## src/rtl/cfgFilterPkg.sv

```systemverilog
package cfgFilterPkg;
  // Strobes handed from the decision logic to the datapath.
  typedef struct packed {
    logic fwd;      // current request is legal and goes to the peripheral
    logic rspValid; // registered: a response is due this cycle
    logic rspErr;   // registered: that response is an error
  } filterStrobes_t;
endpackage

```

## src/rtl/cfgFilterCtrl.sv

```systemverilog
module cfgFilterCtrl
  import cfgFilterPkg::*;
(
  input  logic           clk,
  input  logic           rstN,
  input  logic           cfgSecOnly,
  input  logic           cfgPrivOnly,
  input  logic           reqValid,
  input  logic           reqSecure,
  input  logic           reqPriv,
  input  logic           reqFetch,
  output filterStrobes_t strobes
);
  logic secOk, privOk, legal;
  logic rspValidQ, rspErrQ;

  assign secOk  = !cfgSecOnly  || reqSecure;
  assign privOk = !cfgPrivOnly || reqPriv;
  assign legal  = secOk && privOk && !reqFetch;

  always_ff @(posedge clk) begin
    if (!rstN) begin
      rspValidQ <= 1'b0;
      rspErrQ   <= 1'b0;
    end else begin
      rspValidQ <= reqValid;
      rspErrQ   <= reqValid && !legal;
    end
  end

  assign strobes.fwd      = reqValid && legal;
  assign strobes.rspValid = rspValidQ;
  assign strobes.rspErr   = rspErrQ;

  // nonsecure access to a secure-only peripheral errs next cycle
  p_sec_block_r1: assert property (@(posedge clk) disable iff (!rstN)
    reqValid && cfgSecOnly && !reqSecure |=> strobes.rspErr);
  // unprivileged access to a privileged-only peripheral errs next cycle
  p_priv_block_r2: assert property (@(posedge clk) disable iff (!rstN)
    reqValid && cfgPrivOnly && !reqPriv |=> strobes.rspErr);
  // fetches always err
  p_fetch_err_r3: assert property (@(posedge clk) disable iff (!rstN)
    reqValid && reqFetch |=> strobes.rspErr);
  // response exactly one cycle after each request
  p_rsp_timing_r9: assert property (@(posedge clk) disable iff (!rstN)
    reqValid |=> strobes.rspValid);
endmodule

```

## src/rtl/cfgFilterData.sv

```systemverilog
module cfgFilterData
  import cfgFilterPkg::*;
#(
  parameter int ADDR_W = 8,
  parameter int DATA_W = 32
) (
  input  logic              clk,
  input  logic              rstN,
  input  filterStrobes_t    strobes,
  input  logic              reqWrite,
  input  logic [ADDR_W-1:0] reqAddr,
  input  logic [DATA_W-1:0] reqWdata,
  input  logic [DATA_W-1:0] perRdata,
  output logic              perReqValid,
  output logic              perWrite,
  output logic [ADDR_W-1:0] perAddr,
  output logic [DATA_W-1:0] perWdata,
  output logic [DATA_W-1:0] rspRdata
);
  localparam logic [DATA_W-1:0] ZERO_DATA = '0;

  assign perReqValid = strobes.fwd;
  assign perWrite    = reqWrite;
  assign perAddr     = reqAddr;
  assign perWdata    = reqWdata;

  always_comb begin
    if (strobes.rspValid && !strobes.rspErr) rspRdata = perRdata;
    else                                     rspRdata = ZERO_DATA;
  end

  // an error response never carries data
  p_err_zero_r6: assert property (@(posedge clk) disable iff (!rstN)
    strobes.rspErr |-> rspRdata == ZERO_DATA);
endmodule

```

## src/rtl/cfgAccessFilter.sv

```systemverilog
module cfgAccessFilter
  import cfgFilterPkg::*;
#(
  parameter int ADDR_W       = 8,
  parameter int DATA_W       = 32,
  parameter int IDX_W        = 7,
  parameter int PERIPH_INDEX = 0
) (
  input  logic              clk,
  input  logic              rstN,
  input  logic              cfgSecOnly,
  input  logic              cfgPrivOnly,
  input  logic              reqValid,
  input  logic              reqWrite,
  input  logic              reqSecure,
  input  logic              reqPriv,
  input  logic              reqFetch,
  input  logic [ADDR_W-1:0] reqAddr,
  input  logic [DATA_W-1:0] reqWdata,
  output logic              rspValid,
  output logic              rspErr,
  output logic [DATA_W-1:0] rspRdata,
  output logic              perReqValid,
  output logic              perWrite,
  output logic [ADDR_W-1:0] perAddr,
  output logic [DATA_W-1:0] perWdata,
  input  logic [DATA_W-1:0] perRdata,
  output logic              evtPulse,
  output logic [IDX_W-1:0]  evtIndex
);
  localparam logic [IDX_W-1:0] INDEX_TAG = IDX_W'(PERIPH_INDEX);

  filterStrobes_t strobes;

  cfgFilterCtrl u_ctrl (
    .clk(clk), .rstN(rstN),
    .cfgSecOnly(cfgSecOnly), .cfgPrivOnly(cfgPrivOnly),
    .reqValid(reqValid), .reqSecure(reqSecure), .reqPriv(reqPriv),
    .reqFetch(reqFetch), .strobes(strobes)
  );

  cfgFilterData #(.ADDR_W(ADDR_W), .DATA_W(DATA_W)) u_data (
    .clk(clk), .rstN(rstN), .strobes(strobes),
    .reqWrite(reqWrite), .reqAddr(reqAddr), .reqWdata(reqWdata),
    .perRdata(perRdata), .perReqValid(perReqValid), .perWrite(perWrite),
    .perAddr(perAddr), .perWdata(perWdata), .rspRdata(rspRdata)
  );

  assign rspValid = strobes.rspValid;
  assign rspErr   = strobes.rspErr;
  assign evtPulse = strobes.rspErr;
  assign evtIndex = INDEX_TAG;

  // fetches never reach the peripheral
  p_fetch_not_fwd_r3: assert property (@(posedge clk) disable iff (!rstN)
    reqValid && reqFetch |-> !perReqValid);
  // every error response carries an event pulse
  p_evt_with_err_r4: assert property (@(posedge clk) disable iff (!rstN)
    rspValid && rspErr |-> evtPulse);
  // a blocked request following a blocked request keeps the pulse high
  p_b2b_evt_r7: assert property (@(posedge clk) disable iff (!rstN)
    evtPulse && reqValid && reqFetch |=> evtPulse);
  // policy clear, non-fetch request passes
  p_open_pass_r5: assert property (@(posedge clk) disable iff (!rstN)
    reqValid && !reqFetch && !cfgSecOnly && !cfgPrivOnly |-> perReqValid);
  // a forwarded request met both checks
  p_and_r8: assert property (@(posedge clk) disable iff (!rstN)
    perReqValid |-> (!cfgSecOnly || reqSecure) && (!cfgPrivOnly || reqPriv));
endmodule

```

## config.mk

```make
export PLATFORM = sky130hd
export DESIGN_NAME = cfgAccessFilter
export DESIGN_NICKNAME = d
export VERILOG_FILES = /design/src/rtl/cfgFilterPkg.sv /design/src/rtl/cfgFilterCtrl.sv /design/src/rtl/cfgFilterData.sv /design/src/rtl/cfgAccessFilter.sv
export SDC_FILE = /design/constraint.sdc
export NUM_CORES = 1
export LEC_CHECK = 0
export BUFFER_PORTS_ARGS = -buffer_cell sky130_fd_sc_hd__buf_2
export CELL_PAD_IN_SITES_DETAIL_PLACEMENT = 0
export CELL_PAD_IN_SITES_GLOBAL_PLACEMENT = 2
export CORE_MARGIN = 2
export CORE_UTILIZATION = 10
export CTS_CLUSTER_DIAMETER = 40
export DETAILED_ROUTE_END_ITERATION = 6
export GPL_ROUTABILITY_DRIVEN = 0
export PLACE_DENSITY_LB_ADDON = 0.25
export SYNTH_ARGS = -nofsm -noshare
export SYNTH_HDL_FRONTEND = slang
export SYNTH_SLANG_ARGS = --single-unit
```

## constraint.sdc

```tcl
create_clock -name clk -period 1 [get_ports clk]
set_input_delay 0.1 -clock clk [delete_from_list [all_inputs] [get_ports clk]]
set_output_delay 0.1 -clock clk [all_outputs]
set_load 0.02 [all_outputs]
```

# After elaboration in Yosys (flattened, before gate mapping)
# Index checks and enable logic that the tools add are counted.
[op_classes]
n_reduce_logical = 12
muxes = 1
[ops]
columns = ["operator", "n"]
rows = [
  ["$mux W32", 1],
  ["$logic_and A1 B1 Y1", 5],
  ["$logic_not A1 Y1", 5],
  ["$logic_or A1 B1 Y1", 2],
]
[totals]
ff_bits = 2
output_inout_bits = 84
input_bits = 81

# Depth between registers and ports, before layout
[depth]
word_depth = 6
depth_mapped = 3

# Hierarchy
# Synthesis repeated with hierarchy kept, for this count alone.
[hier_totals]
hier_cells = 98
area_unflattened_um2 = 834.6
[by_module_without_submodules]
columns = ["mod", "area_each_um2", "instances", "cells_each"]
rows = [
  ["cfgFilterData", 673.1, 1, 80],
  ["cfgFilterCtrl", 97.6, 1, 9],
  ["cfgAccessFilter", 63.8, 1, 9],
]

# Least setup slack after synthesis
# No wires, ideal clock.
[synth_timing]
path_type = "register to output"
start = "register u_ctrl.rspValidQ"
end = "output rspRdata[0]"
path_buffers = 1
slack_ns = -0.107
required_time_ns = 0.900
t_arrival_ns = 1.007
path_stages_with_launch = 4
cell_sequence = "dfxtp_1 nor2b_4 buf_6 and2_1"
[synth_via]
elab_chain_len = 2
[synth_rtl]
columns = ["item", "line", "text"]
rows = [
  ["from (decl)", "cfgFilterCtrl.sv:15", "logic rspValidQ, rspErrQ;"],
  ["from (signal assigned)", "cfgFilterCtrl.sv:26", "rspValidQ <= reqValid;"],
  ["$logic_and A1 B1 Y1", "cfgFilterData.sv:28", "if (strobes.rspValid && !strobes.rspErr) rspRdata = perRdata;"],
  ["$mux W32", "cfgFilterData.sv:28", ""],
  ["to (decl)", "cfgAccessFilter.sv:22", "output logic [DATA_W-1:0] rspRdata,"],
]
# No other way between the ends.

# Worst setup path after layout
[layout_timing]
start = "register u_ctrl.rspValidQ"
end = "output rspRdata[14]"
# The elaborated chain is that of the path after synthesis.

==> impl_results.md <==
- Slowest cell on crit path: dfxtp_2
- DR DRC count: 0
- Multi-input combinational cell area: around 320 µm²
- Core ar.: just over 7000 µm²
- Vias per cell: 2.57
- Detail Route Antenna Nets: 0
- Worst Path Buf+Inv: 2
- Largest net degree at the start of global routing: 33
- Commonest non-fill, non-tap cell in the layout: buf_2
- Crit path time final: ~1.2 ns
- Area Overhead vs Synth: 56.2%
- Worst path arrival time: 1.12 ns
- Die Span Y: about 90 µm
- Initial antenna violation count: 0
- Crit Path Class: register to output pin
- Post-Synth Adder-Cell Area: 0%
- Endpoint class of the critical path: output pin
- Critical Path Source Type: register
- Post-synthesis register bit count: 2
- I/O pin cnt: ~170
- Fillers: around 830
- Initial Utilization: 10.2%
- Area fraction in compound gates after synthesis: under 10%
- Period utilisation layout: 122%
- PD cells: ~700 nW/µm²
- Die area: a little under 8000 µm²
- Initial drt markers: 22
- Setup-failing EPs final: 32
- Simple-Gate Fraction of Synth Area: 37.4%
- Peak Freq: between 800 and 900 MHz
- CTS tree: yes
- Chip width: roughly 89 µm
- Max-slew violations: 0
- Worst endpoint required time: 0.90 ns
- Cell Rows: 31
- Dpl hpwl: 1.89 mm
- GRT Util Overall: ~4.4%
- # Post-CTS Setup Buffers: 0
- Grt total ovfl: 0
- Cell Area, Synth: 726 µm²
- Synth cell types: 10
- Crit path max fanout: 32
- Cell Chain, Critical Path: nor2b_4 > buf_12 > and2_2 > buf_6
- Most frequent cells in the layout: buf_2, and2_2, buf_6
- LEAKAGE: ~0.58 nW
- Longest Clk Path Bufs: 2
- CTS root buf: clkbuf_8
- Setup slack after layout: -0.222 ns
- Post-synthesis mux area share: 0%
- Syn Inst Count: 93
- Final core occ: approximately 16%
- CTS buffer count: 3
- Vias in the first global route: approximately 510
- Routed wire length: between 2 and 2.5 mm
- Hold Path Class: input pin to register
- # port buffers: 75
- Clock sink total: 2
- Area leader, netlist: buf_4
- Synth warn: 0
- Syn Area/Cell: between 7 and 8 µm²
- Failing checks: negative setup slack
- Register area: between 40 and 50 µm²
- Worst-path clk slew: 0.03 ns
- Layout cells sized above 1: 91.3%
- Post-DR wirelength/cell: between 9 and 10 µm
- DR pass1 iterations: 2
- CTS H-tree lvls: 1
- Main combinational cell family by area after synthesis: buffers and inverters
- RSZ-0062 raised after global routing: yes
- Diodes inserted: 0
- Synth top area share: between 50% and 60%
- Nets: 210
- Peak VDD IR: ~0.43 mV
- First-pass GRT wire length: about 2.7 mm
- Post-synthesis xor/xnor area fraction: 0%
- Hold Vio Cnt, Final: 0
- Critical path's top delay family: simple AND/OR/NAND/NOR gates
- Synth top area cells: buf_4, and2_2, and2_1, dfxtp_1, buf_6
- Vias: between 500 and 600
- Status: complete, but fails checks
- CTS Hold Bufs: 0
- Crit path largest cell delay: roughly 0.31 ns
- Post-Place Setup Slack: -0.0497 ns
- CTS resizes: 63
- Total of max-cap violations: 0
- Sequential area share after synthesis: under 10%
[cells in the mapped netlist (all sizes together)]
library cell and count:
conb 1, buf 52, and2 33, dfxtp 2
nor2b 3, nor4b 1, o31a 1
[report_power, final]
| group | internal (mW) | leakage [nW] | total (mW) | switching [mW] |
|---|---|---|---|---|
| Clock | 0.254 | 0.0216 | 0.312 | 0.0579 |
| Sequential | 0.0859 | 0.0172 | 0.0898 | 0.00387 |
| Combinational | 0.206 | 0.540 | 0.387 | 0.181 |
[per-layer routing]
metal	global-route usage [%]	vias up	share of wire [%]
met1	4.00	250	30
li1	-	291	-
met4	2.44	0	1.3
met5	0	-	0
met2	8.55	32	61
met3	1.48	8	7.7
[worst paths after layout]
path,from,to,slack [ns],cells past startpoint
min,rstN,u_ctrl.rspValidQ,0.13,2
max,u_ctrl.rspValidQ,rspRdata[14],-0.22,4
[kinds of logic after synthesis]
logic type,after synthesis
flip-flops,2
other,1
AND/OR/NAND/NOR,37
buffers and inverters,52
AO/OA/AOI/OAI,1
[metrics by stage]
step / cells / hold slack, ns / power [mW] / instance area, µm² / TNS, ns
floorplan: 99 / 0.236 / 0.540 / 767 / 0
global placement: 223 / 0.200 / 0.417 / 892 / -1.05
detailed placement: 223 / 0.200 / 0.412 / 892 / -1.15
CTS: 226 / 0.122 / 0.809 / 1130 / -7.45
global route: 226 / 0.139 / 0.848 / 1130 / -8.76
finish: 226 / 0.127 / 0.789 / 1130 / -6.80
[state kept, by name, indices dropped and copies added (netlist names)]
signal	flops
u_ctrl.rspErrQ	1
u_ctrl.rspValidQ	1
[cell type report]
type | count | area share, %
Tap cell | 99 | 10.9
Sequential cell | 2 | 3.75
Timing Repair Buffer | 77 | 53.2
Clock buffer | 3 | 3.64
Multi-Input combinational cell | 45 | 28.5
No activity file was read; power rests on OpenSTA's default activity.
